--- src/rtl/atom_pkg.sv ---
package atom_pkg;
    localparam int DEST_W   = 3;
    localparam int DEST_L1  = 0;
    localparam int DEST_L3  = 1;
    localparam int DEST_IC  = 2;
    localparam int ATTR_W   = 2;

    typedef enum logic [ATTR_W-1:0] {
        ATTR_CACHEABLE = 2'b00,
        ATTR_DEVICE    = 2'b01,
        ATTR_NONCACHE  = 2'b10,
        ATTR_NONCACHE2 = 2'b11
    } atom_attr_e;

    typedef struct packed {
        logic [DEST_W-1:0] dest;
        logic              l3_alloc;
        logic              sync_ab;
        logic              async_ab;
    } atom_rsp_t;
endpackage

--- src/rtl/atom_place_dec.sv ---
module atom_place_dec
    import atom_pkg::*;
(
    input  logic              is_store,
    input  logic [ATTR_W-1:0] attr,
    input  logic              l1_hit,
    input  logic              l1_unique,
    input  logic              clu_hit,
    input  logic              clu_in_l3,
    input  logic              cfg_hub,
    input  logic              cfg_ic,
    output atom_rsp_t         dec
);
    logic cacheable;
    logic near_ok;
    logic anywhere;
    logic ic_far_ok;

    always_comb begin
        cacheable = (attr == ATTR_CACHEABLE);
        near_ok   = l1_hit && l1_unique;
        anywhere  = l1_hit || clu_hit;
        ic_far_ok = !anywhere && cfg_hub && cfg_ic;
        dec       = '0;
        if (cacheable) begin
            if (near_ok) begin
                dec.dest[DEST_L1] = 1'b1;
            end else if (ic_far_ok) begin
                dec.dest[DEST_IC] = 1'b1;
            end else begin
                dec.dest[DEST_L3] = 1'b1;
                dec.l3_alloc      = !clu_in_l3;
            end
        end else if (cfg_ic) begin
            dec.dest[DEST_IC] = 1'b1;
        end else if (is_store) begin
            dec.async_ab = 1'b1;
        end else begin
            dec.sync_ab = 1'b1;
        end
    end


    always_comb begin
        dec_onehot_chk: assert ($countones({dec.dest, dec.sync_ab, dec.async_ab}) == 1 || $isunknown(attr));
    end
endmodule

--- src/rtl/atom_abort_flag.sv ---
module atom_abort_flag (
    input  logic clk,
    input  logic rst_n,
    input  logic set_i,
    input  logic ack_i,
    output logic pend_o
);
    logic pend_d, pend_q;

    always_comb begin
        pend_d = pend_q;
        if (ack_i) pend_d = 1'b0;
        if (set_i) pend_d = 1'b1;
    end

    always_ff @(posedge clk or negedge rst_n) begin
        if (!rst_n) pend_q <= 1'b0;
        else        pend_q <= pend_d;
    end

    assign pend_o = pend_q;


    pend_set_chk: assert property (@(posedge clk) disable iff (!rst_n)
        set_i |=> pend_o);

    pend_clr_chk: assert property (@(posedge clk) disable iff (!rst_n)
        (!set_i && ack_i) |=> !pend_o);

    pend_hold_chk: assert property (@(posedge clk) disable iff (!rst_n)
        (!set_i && !ack_i) |=> $stable(pend_o));
endmodule

--- src/rtl/atomic_router.sv ---
module atomic_router
    import atom_pkg::*;
(
    input  logic              clk,
    input  logic              rst_n,
    input  logic              req_valid,
    output logic              req_ready,
    input  logic              req_is_store,
    input  logic [ATTR_W-1:0] req_attr,
    input  logic              l1_hit,
    input  logic              l1_unique,
    input  logic              clu_hit,
    input  logic              clu_in_l3,
    input  logic              cfg_hub_master,
    input  logic              cfg_ic_atomics,
    output logic              rsp_valid,
    input  logic              rsp_ready,
    output logic [DEST_W-1:0] rsp_dest,
    output logic              rsp_l3_alloc,
    output logic              rsp_sync_abort,
    output logic              rsp_async_abort,
    output logic              async_pending,
    input  logic              async_ack
);
    typedef struct packed {
        logic      vld;
        atom_rsp_t rsp;
    } stage_t;

    stage_t    st_d, st_q;
    atom_rsp_t dec;
    logic      accept;

    atom_place_dec u_dec (
        .is_store  (req_is_store),
        .attr      (req_attr),
        .l1_hit    (l1_hit),
        .l1_unique (l1_unique),
        .clu_hit   (clu_hit),
        .clu_in_l3 (clu_in_l3),
        .cfg_hub   (cfg_hub_master),
        .cfg_ic    (cfg_ic_atomics),
        .dec       (dec)
    );

    always_comb begin
        req_ready = !st_q.vld || rsp_ready;
        accept    = req_valid && req_ready;
        st_d      = st_q;
        if (st_q.vld && rsp_ready) st_d.vld = 1'b0;
        if (accept) begin
            st_d.vld = 1'b1;
            st_d.rsp = dec;
        end
    end

    always_ff @(posedge clk or negedge rst_n) begin
        if (!rst_n) st_q <= '0;
        else        st_q <= st_d;
    end

    atom_abort_flag u_flag (
        .clk    (clk),
        .rst_n  (rst_n),
        .set_i  (accept && dec.async_ab),
        .ack_i  (async_ack),
        .pend_o (async_pending)
    );

    assign rsp_valid       = st_q.vld;
    assign rsp_dest        = st_q.rsp.dest;
    assign rsp_l3_alloc    = st_q.rsp.l3_alloc;
    assign rsp_sync_abort  = st_q.rsp.sync_ab;
    assign rsp_async_abort = st_q.rsp.async_ab;


    rsp_onehot_chk: assert property (@(posedge clk) disable iff (!rst_n)
        rsp_valid |-> $countones({rsp_dest, rsp_sync_abort, rsp_async_abort}) == 1);

    rsp_hold_chk: assert property (@(posedge clk) disable iff (!rst_n)
        (rsp_valid && !rsp_ready) |=> (rsp_valid && $stable({rsp_dest, rsp_l3_alloc,
                                        rsp_sync_abort, rsp_async_abort})));

    alloc_l3_chk: assert property (@(posedge clk) disable iff (!rst_n)
        (rsp_valid && rsp_l3_alloc) |-> rsp_dest[DEST_L3]);

    accept_rsp_chk: assert property (@(posedge clk) disable iff (!rst_n)
        (req_valid && req_ready) |=> rsp_valid);

    cache_noabort_chk: assert property (@(posedge clk) disable iff (!rst_n)
        (req_valid && req_ready && req_attr == ATTR_CACHEABLE) |=> !(rsp_sync_abort || rsp_async_abort));
endmodule

--- config.mk ---
export PLATFORM = sky130hd
export DESIGN_NAME = atomic_router
export DESIGN_NICKNAME = d
export VERILOG_FILES = /design/src/rtl/atom_pkg.sv /design/src/rtl/atom_place_dec.sv /design/src/rtl/atom_abort_flag.sv /design/src/rtl/atomic_router.sv
export SDC_FILE = /design/constraint.sdc
export NUM_CORES = 1
export LEC_CHECK = 0
export BUFFER_PORTS_ARGS = -buffer_cell sky130_fd_sc_hd__buf_4
export CAP_MARGIN = 20
export CORE_AREA = 4 4 41 43
export DETAILED_ROUTE_END_ITERATION = 8
export DIE_AREA = 0 0 45 47
export PLACE_DENSITY = 0.54
export SLEW_MARGIN = 15
export SYNTH_ARGS = -nofsm -noshare
export SYNTH_HDL_FRONTEND = slang
export SYNTH_SLANG_ARGS = --single-unit
export TNS_END_PERCENT = 20
--- constraint.sdc ---
create_clock -name clk -period 1.85 [get_ports clk]
set_clock_uncertainty 0.05 [all_clocks]
set_input_delay 0.37 -clock clk [delete_from_list [all_inputs] [get_ports clk]]
set_output_delay 0.37 -clock clk [all_outputs]
set_load 0.03 [all_outputs]
==> reports/metrics.csv <==
metric,value,unit
via count normalized by instance count,4.606,
Yosys Warn Count,0,
critical path capture point type,output port,
Worst setup SP type,flip-flop,
DRT Pass-1 Iters,2,
Post-Syn Area,379.1,sq um
Peak Freq,0.6563,GHz
Tmin final,1524,ps
leakage component of the power,0.2944,nW
global-route wire length before repair,1317,um
total routing usage reported by global routing,0.08720,
run status,"complete, no violations",
arrival time at the worst endpoint,1100,ps
depth of the CTS H-tree,1,
worst min-delay path category,primary input to flip-flop,
Via Count,327,
layout overhead on the synthesized area,55.12,%
Final Slew Violations,0,
slew at the pin with the worst max-slew slack,313.4,ps
synthesized netlist net count,45,
WS Path Type,flip-flop to output port,
Chip Height,47,um
worst-case vdd ir drop,0.4536,mV
Clock Tree Root,sky130_fd_sc_hd__clkbuf_4,
longest individual stage delay on the worst path,380,ps
number of global-route vias before repair,314,
effective utilization at floorplan,0.2913,
largest net degree at the start of global routing,9,
final setup violation count,0,
number of antenna violations at the first check in global routing,0,
die footprint,2115,sq um
clock buffer count from CTS,3,
ANT nets after route,0,
Final Wtd Congestion,0.6825,
deepest clock path buffer count,2,
share of cells above drive strength 1,0.5536,
Setup Total Neg Slack,0,ps
series of cell instances along the critical path,nand2b_1 > buf_4,
clock sink count,8,
average instance area after synthesis,12.23,sq um
final worst path period share,0.8236,
Total Routed Length,843,um
core area,1301,sq um
Remaining DRCs,0,
count of maximum capacitance violations,0,
Antenna diodes,0,
share of the yosys chip area belonging to registers,0.5281,
hold violation count in the final report,0,
half-perimeter wire length after detailed placement,697,um
headroom to the max-slew limit,0.7911,
violation count after the first detailed-route iteration,2,
final-stage net count,72,
number of flip-flops and latches in the synthesized netlist,8,
Die Span X,45,um
Sequential Area,200.2,sq um
combined area of the multi-input logic cells,167.7,sq um
clock slew at the register clock pins of the worst setup and hold paths,50,ps
power density over the cells,765.8,nW/um^2
synthesized netlist cell count,31,
number of primary I/O pins,23,
required time at the endpoint of the critical path,1430,ps
final routed wire length divided by cell count,11.87,um
Congestion Overflow GR,0,
worst skew pair latency,250,ps
Layout fillers,140,
RSZ-0062 raised after global routing,false,
Netlist cell types,21,
largest driver fanout on the critical path,7,
# rows,13,
slowest CP cell,sky130_fd_sc_hd__dfrtp_1,
Worst Hold Margin,244.9,ps
count of buffers inserted at the top-level ports,22,
clock tree from TritonCTS,yes,
## worst paths after layout
kind                            slack [ps]  cells after the start                     endpoint                   startpoint
min in group asynchronous              420                      2    u_flag.pend_o$_DFFE_PN0P_                        rst_n
worst min-delay path                   240                      2   rsp_sync_abort$_DFFE_PN0P_                 req_is_store
worst min register to register         440                      1  rsp_async_abort$_DFFE_PN0P_  rsp_async_abort$_DFFE_PN0P_
worst max register to register         620                      3     rsp_l3_alloc$_DFFE_PN0P_        rsp_valid$_DFFE_PN0P_
worst max-delay path                   330                      2                    req_ready        rsp_valid$_DFFE_PN0P_
max in group asynchronous             1200                      2     rsp_l3_alloc$_DFFE_PN0P_                        rst_n
## cells in the mapped netlist (all sizes together)
library cell	number	area (sq um)
and4bb	1	12.51
a21oi	2	10.01
nor3b	1	7.510
nand4	1	6.260
or2	1	6.260
nand2b	2	12.51
mux2	3	33.78
buf	1	7.510
inv	1	3.750
nor4b	1	15.01
nand3	1	5.000
a21bo	1	10.01
o21ba	1	10.01
dfrtp	8	200.2
nor2	1	3.750
o21ai	1	5.000
o2bb2ai	1	8.760
nand2	2	15.01
a31oi	1	6.260
## through the flow
| step | instances | util | area, sq um | total power, W | worst slack (ps) |
|---|---|---|---|---|---|
| global route | 71 | 0.4519 | 588.1 | 0.0004784 | 249.9 |
| floorplan | 31 | - | 379.1 | 0.0002667 | 501.0 |
| CTS | 71 | 0.4519 | 588.1 | 0.0004616 | 308.2 |
| finish | 71 | 0.4519 | 588.1 | 0.0004503 | 326.3 |
| global placement | 67 | 0.4269 | 555.5 | 0.0003243 | 465.4 |
| detailed placement | 67 | 0.4269 | 555.5 | 0.0003248 | 430.1 |
## layer usage
layer / wire (um) / vias to the layer above / global-route usage / part of all wire
li1: - / 163 / - / -
met1: 341 / 149 / 0.09906 / 0.40
met2: 393 / 15 / 0.1412 / 0.47
met3: 108 / 0 / 0.05364 / 0.13
met4: 0 / 0 / 0.01754 / 0
met5: 0 / - / 0 / 0
## area by class of cell
class                      count  area share
sequential                     8      0.3404
timing repair buffer          23      0.2979
multi-input combinational     21      0.2851
clock buffer                   3     0.03830
tap                           15     0.03191
inverter                       1    0.006383
## cell families after synthesis
| logic type | count (synthesis) | share of synthesized area |
|---|---|---|
| buffers and inverters | 2 | 0.02970 |
| AND/OR/NAND/NOR | 11 | 0.2211 |
| flip-flops | 8 | 0.5280 |
| AO/OA/AOI/OAI | 7 | 0.1320 |
| multiplexers | 3 | 0.08910 |
## where the power goes
part	internal [W]	switching, W	total [W]
sequential	0.000191	0.00000811	0.000199
clock	0.0000739	0.0000549	0.000129
combinational	0.0000575	0.0000653	0.000123
total	0.000322	0.000128	0.000450
## placed cells by master (no fill, tap or decap), types with 2 or more instances in the layout
cell	Yosys	final
sky130_fd_sc_hd__dfrtp_1	8	8
sky130_fd_sc_hd__clkbuf_4	0	3
sky130_fd_sc_hd__buf_4	1	22
sky130_fd_sc_hd__mux2_2	2	2
sky130_fd_sc_hd__a21oi_1	2	2
sky130_fd_sc_hd__nand2b_1	2	2
## critical path: cells and delay by family (launching register included)
kind / cells / cell delay, ps
buffers and inverters: 1 / 230
AND/OR/NAND/NOR: 1 / 250
flip-flops: 1 / 380
## registers in the layout (all words and copies together) (netlist names)
name	cells
rsp_dest	3
rsp_async_abort	1
rsp_l3_alloc	1
rsp_sync_abort	1
rsp_valid	1
u_flag.pend_o	1
## repair_timing
action                     in CTS  in global routing
gates resized for setup         0                  0
hold endpoints to repair        8                  0
hold buffers                    1                  0
setup endpoints to repair       0                  0
buffers inserted                0                  0
Note: power is estimated with default switching activity, not from simulation.
